==> config.mk <==
export PLATFORM = sky130hd
export DESIGN_NAME = code_fetch_router
export DESIGN_NICKNAME = d
export VERILOG_FILES = /design/src/rtl/fetch_pkg.sv /design/src/rtl/fetch_strap_capture.sv /design/src/rtl/fetch_code_rom.sv /design/src/rtl/fetch_ext_seq.sv /design/src/rtl/code_fetch_router.sv
export SDC_FILE = /design/constraint.sdc
export NUM_CORES = 1
export LEC_CHECK = 0
export BUFFER_PORTS_ARGS = -buffer_cell sky130_fd_sc_hd__buf_2
export CAP_MARGIN = 20
export CORE_AREA = 2 2 65 73
export DETAILED_ROUTE_END_ITERATION = 10
export DIE_AREA = 0 0 67 75
export PLACE_DENSITY = 0.55
export RECOVER_POWER = 25
export SYNTH_ARGS = -nofsm -noshare
export SYNTH_HDL_FRONTEND = slang
export SYNTH_HIERARCHICAL = 1
export SYNTH_SLANG_ARGS = --single-unit
==> constraint.sdc <==
create_clock -name clk -period 2.05 [get_ports clk]
set_clock_uncertainty 0.1 [all_clocks]
set_input_delay 0.1025 -clock clk [delete_from_list [all_inputs] [get_ports clk]]
set_output_delay 0.1025 -clock clk [all_outputs]
set_load 0.05 [all_outputs]
==> src/rtl/fetch_pkg.sv <==
package fetch_pkg;
    localparam int CODE_AW       = 16;
    localparam int DATA_W        = 8;
    localparam int ROM_AW        = 12;
    localparam int STROBE_CYCLES = 3;

    typedef enum logic {
        SRC_INT = 1'b0,
        SRC_EXT = 1'b1
    } fetch_src_e;
endpackage

==> src/rtl/fetch_strap_capture.sv <==
module fetch_strap_capture (
    input  logic clk,
    input  logic rst_n,
    input  logic strap_in,
    output logic strap_hi
);
    typedef struct packed {
        logic strap;
    } strap_state_t;

    strap_state_t s_d, s_q;

    always_comb begin
        s_d = s_q;
        if (!rst_n) begin
            s_d.strap = strap_in;
        end
    end

    always_ff @(posedge clk) begin
        s_q <= s_d;
    end

    assign strap_hi = s_q.strap;


    strap_hold_chk: assert property (@(posedge clk) disable iff (!rst_n)
        $past(rst_n) |-> $stable(strap_hi));
endmodule

==> src/rtl/fetch_code_rom.sv <==
module fetch_code_rom #(
    parameter int AW = 12,
    parameter int DW = 8
) (
    input  logic [AW-1:0] addr,
    output logic [DW-1:0] data
);
    localparam int HI_W = 4;

    logic [HI_W-1:0] page;
    logic [7:0]      byte_val;

    always_comb begin
        page     = addr[AW-1 -: HI_W];
        byte_val = addr[7:0] ^ {page, page} ^ 8'h5A;
        data     = DW'(byte_val);
    end
endmodule

==> src/rtl/fetch_ext_seq.sv <==
module fetch_ext_seq #(
    parameter int AW  = 16,
    parameter int STB = 3
) (
    input  logic          clk,
    input  logic          rst_n,
    input  logic          start,
    input  logic [AW-1:0] start_addr,
    output logic          busy,
    output logic          last,
    output logic [AW-1:0] bus_addr,
    output logic          strobe_n
);
    localparam int CW = (STB > 1) ? $clog2(STB) : 1;
    localparam logic [CW-1:0] LAST_CNT = CW'(STB - 1);

    typedef struct packed {
        logic          active;
        logic [CW-1:0] cnt;
        logic [AW-1:0] addr;
    } seq_state_t;

    seq_state_t s_d, s_q;

    assign last     = s_q.active && (s_q.cnt == LAST_CNT);
    assign busy     = s_q.active;
    assign bus_addr = s_q.addr;
    assign strobe_n = !s_q.active;

    always_comb begin
        s_d = s_q;
        if (start) begin
            s_d.active = 1'b1;
            s_d.cnt    = '0;
            s_d.addr   = start_addr;
        end else if (s_q.active) begin
            if (last) begin
                s_d.active = 1'b0;
                s_d.cnt    = '0;
            end else begin
                s_d.cnt = s_q.cnt + 1'b1;
            end
        end
    end

    always_ff @(posedge clk) begin
        if (!rst_n) begin
            s_q <= '0;
        end else begin
            s_q <= s_d;
        end
    end


    start_idle_chk: assert property (@(posedge clk) disable iff (!rst_n)
        start |-> strobe_n);


    addr_hold_chk: assert property (@(posedge clk) disable iff (!rst_n)
        (!strobe_n && $past(!strobe_n)) |-> $stable(bus_addr));
endmodule

==> src/rtl/code_fetch_router.sv <==
module code_fetch_router
    import fetch_pkg::*;
#(
    parameter int AW    = CODE_AW,
    parameter int DW    = DATA_W,
    parameter int ROM_W = ROM_AW,
    parameter int STB   = STROBE_CYCLES
) (
    input  logic          clk,
    input  logic          rst_n,
    input  logic          ext_strap,
    input  logic          fetch_req,
    input  logic [AW-1:0] fetch_addr,
    output logic          fetch_ready,
    output logic          fetch_valid,
    output logic [DW-1:0] fetch_data,
    output logic [AW-1:0] code_addr,
    output logic          code_strobe_n,
    input  logic [DW-1:0] code_rdata
);
    localparam int HI_W = AW - ROM_W;

    typedef struct packed {
        logic          valid;
        logic [DW-1:0] data;
    } out_state_t;

    out_state_t r_d, r_q;

    logic          strap_hi;
    logic [DW-1:0] rom_data;
    logic          ext_busy;
    logic          ext_last;
    logic          accept;
    logic          ext_start;
    logic          low_page;
    fetch_src_e    src;

    fetch_strap_capture u_strap (
        .clk      (clk),
        .rst_n    (rst_n),
        .strap_in (ext_strap),
        .strap_hi (strap_hi)
    );

    fetch_code_rom #(.AW(ROM_W), .DW(DW)) u_rom (
        .addr (fetch_addr[ROM_W-1:0]),
        .data (rom_data)
    );

    fetch_ext_seq #(.AW(AW), .STB(STB)) u_ext (
        .clk        (clk),
        .rst_n      (rst_n),
        .start      (ext_start),
        .start_addr (fetch_addr),
        .busy       (ext_busy),
        .last       (ext_last),
        .bus_addr   (code_addr),
        .strobe_n   (code_strobe_n)
    );

    always_comb begin
        low_page    = (fetch_addr[AW-1 -: HI_W] == '0);
        src         = (strap_hi && low_page) ? SRC_INT : SRC_EXT;
        fetch_ready = !ext_busy;
        accept      = fetch_req && fetch_ready;
        ext_start   = accept && (src == SRC_EXT);

        r_d       = r_q;
        r_d.valid = 1'b0;
        if (accept && (src == SRC_INT)) begin
            r_d.valid = 1'b1;
            r_d.data  = rom_data;
        end else if (ext_last) begin
            r_d.valid = 1'b1;
            r_d.data  = code_rdata;
        end
    end

    always_ff @(posedge clk) begin
        if (!rst_n) begin
            r_q <= '0;
        end else begin
            r_q <= r_d;
        end
    end

    assign fetch_valid = r_q.valid;
    assign fetch_data  = r_q.data;


    int_no_strobe_chk: assert property (@(posedge clk) disable iff (!rst_n)
        (accept && strap_hi && low_page) |=> (code_strobe_n && fetch_valid));


    hi_addr_ext_chk: assert property (@(posedge clk) disable iff (!rst_n)
        (accept && !low_page) |=> !code_strobe_n);


    valid_origin_chk: assert property (@(posedge clk) disable iff (!rst_n)
        fetch_valid |-> ($past(accept && src == SRC_INT) || $past(ext_last)));


    busy_not_ready_chk: assert property (@(posedge clk) disable iff (!rst_n)
        !code_strobe_n |-> !fetch_ready);
endmodule

==> metrics.cfg <==
[cells_and_area]
fillers = 462
areaGrowthSynthToFinish_pct = 18.2
final_nets = 208
diodes = 0
final_core_util_pct = 39.9
drive_gt1_share_pct = 28.7

[sta]
rsz0062_at_grt = false
hold_viol_final = 0
holdWs_ns = 0.0177
final.period_utilization_pct = 91.7
worst_pin_slew_ns = 1.13
fmax_mhz = 532
setup_violations = 0
period_minus_slack_ns = 1.88
slew_viol_final = 0
maxSlewHeadroom_pct = 24.9
tns_ns = 0
layout_setup_ws_ns = 0.170

[clock_network]
cts_buffer_depth = 2
clk_pin_slew_ns = 0.06
root_buffer = clkbuf_8
htree_levels = 2
cts_sinks = 29
insertion_delay_ns = 0.27
tritoncts = built
post_cts_buffers = 0
cts_inserted_buffers = 5

[drt]
drt.antenna.violating_nets = 0
wirelength_um = 3090
drt_iter0_markers = 48
vias = 1068
wire_per_inst_um = 13.1
route.detailed.drc = 0
firstDrtPassIters = 3
via_per_inst = 4.54

[logic_synthesis]
synthDistinctLibCells = 30
synthCells = 137
synth_most_common_cell = dfxtp_1
synth_top_area_cell = dfxtp_1
yosysWarnings = 6
ys_seq_elements = 29
seq_area_frac_synth_pct = 41.2
syn_area_per_cell_um2 = 10.5
syn_nets = 165
syn_area_mm2 = 0.00144
netlist.area_leader.share_pct = 39.1
synthTopCellsByArea = dfxtp_1 39%, mux2i_1 17%, buf_4 8.4%, nor2b_1 7.0%, o211a_1 5.6%
ys.flop_type = dfxtp_1
synth_enable_flop_cells = 1
ys_top_cells_by_count = 28 x dfxtp_1, 24 x mux2i_1, 16 x buf_4, 16 x nor2b_1
synthArstFlopShare_pct = 0

[setup_path]
max_stage_delay_ns = 0.44
crit_chain = or3b_2 -> o311a_1 -> buf_4 -> nand2b_4 -> a21oi_1
required_ns = 2.15
start_kind = flip-flop
cpMaxStageDelayCell = or3b_2
worstSetupPathType = reg -> reg
critPathMaxFanout = 9
crit_arrival_ns = 1.98
end_kind = flip-flop

[global_routing]
grt_pass1_wl_um = 4760
grt_pass1_vias = 1053
overflow = 0
grt_usage_pct = 13.0
grt_max_degree = 29
antenna_found_initial = 0

[floorplanning]
design.die.area_mm2 = 0.00503
coreArea_mm2 = 0.00425
row_count = 25
die_x_um = 67
initial_core_util_pct = 33.7
ios = 55
die_h_um = 75

[placed_design]
place_ws_ns = 0.205
io_buffers = 54
place.gp.congestion = 0.686
dp_hpwl_um = 2390

[pwr]
leakagePower_nw = 0.770
peakVddDrop_mv = 0.436
powerDensity_mw_per_mm2 = 773
total_power_mw = 1.31

[run]
cap_violations = 0

[status]
outcome = completed

[worst_hold_path]
hold_class = in -> reg

## worst paths after layout
path | from | endpoint | slack [ns] | cells past startpoint
setup / recovery | u_strap/strap_hi | u_ext/s_q[17] | 0.17 | 5
hold / removal | fetch_addr[7] | u_ext/bus_addr[7] | 0.02 | 3
setup reg to reg | u_strap/strap_hi | u_ext/s_q[17] | 0.17 | 5
hold reg to reg | u_ext/s_q[17] | u_ext/s_q[17] | 0.40 | 2
## final cells by class
cell class / count / area [µm²] / area share, %
Sequential cell: 29 / 591 / 34.8
Inverter: 4 / 15.0 / 0.885
Tap cell: 54 / 67.6 / 3.98
Clock buffer: 8 / 80.1 / 4.72
Timing Repair Buffer: 59 / 294 / 17.3
Multi-Input combinational cell: 81 / 649 / 38.3
## what timing repair did
| action | in CTS | in global routing |
|---|---|---|
| gates resized for setup | 0 | 0 |
| hold endpoints to repair | 1 | 0 |
| hold buffers | 1 | 0 |
## through the flow
stage | area [µm²] | instances
finish | 1700 | 235
global route | 1700 | 235
CTS | 1710 | 235
detailed placement | 1620 | 226
global placement | 1620 | 226
floorplan | 1440 | 137
## worst max-delay path: cells and delay by family (launching register included)
kind	cells	cell delay (ns)
simple gates	2	0.60
buf+inv	1	0.22
compound gates	2	0.55
flops	1	0.34
## flip-flops by register name, summed over array words and instances, names as in the netlist
signal / flops
u_strap/strap_hi: 1
fetch_data: 8
u_ext/bus_addr: 16
u_ext/busy: 1
u_ext/s_q: 2
fetch_valid: 1
## cells by family (layout without fill, tap and decap cells)
logic type                after synthesis  in the layout  share of synthesized area (%)
muxes                                  24             24                           16.7
AOI/OAI and AO/OA                      21             21                           10.6
xor gates and xnor gates                8              8                           4.88
buffers and inverters                  27             71                           13.6
and+or+nand+nor                        28             28                           13.0
DFF                                    29             29                           41.2
## layout by cell type, fill, tap and decap left out, drive strengths merged
cell type     n
buf          45
dfxtp        28
mux2i        24
clkbuf       21
nor2b        16
o21ai         8
o211a         8
inv           4
xnor2         4
xor2          4
a21oi         3
nor2          2
nand2b        2
or3b          1
o311a         1
nand4bb       1
or3           1
or2           1
a21boi        1
dlygate4sd3   1
nor3b         1
and2b         1
nand3b        1
nand2         1
edfxtp        1
## report_power, final
group          internal [mW]  switching [mW]
clock                  0.240           0.194
sequential             0.596          0.0163
combinational         0.0920           0.174
total                  0.928           0.384
## per-layer routing
metal  GRT usage [%]  vias up  routed length, µm
li1                -      534                  -
met1            14.7      502               1250
met2            22.1       27               1620
met3            4.19        5                160
met4            6.12        0                 58
met5               0        -                  0
Power figures use the tool's default switching activity.
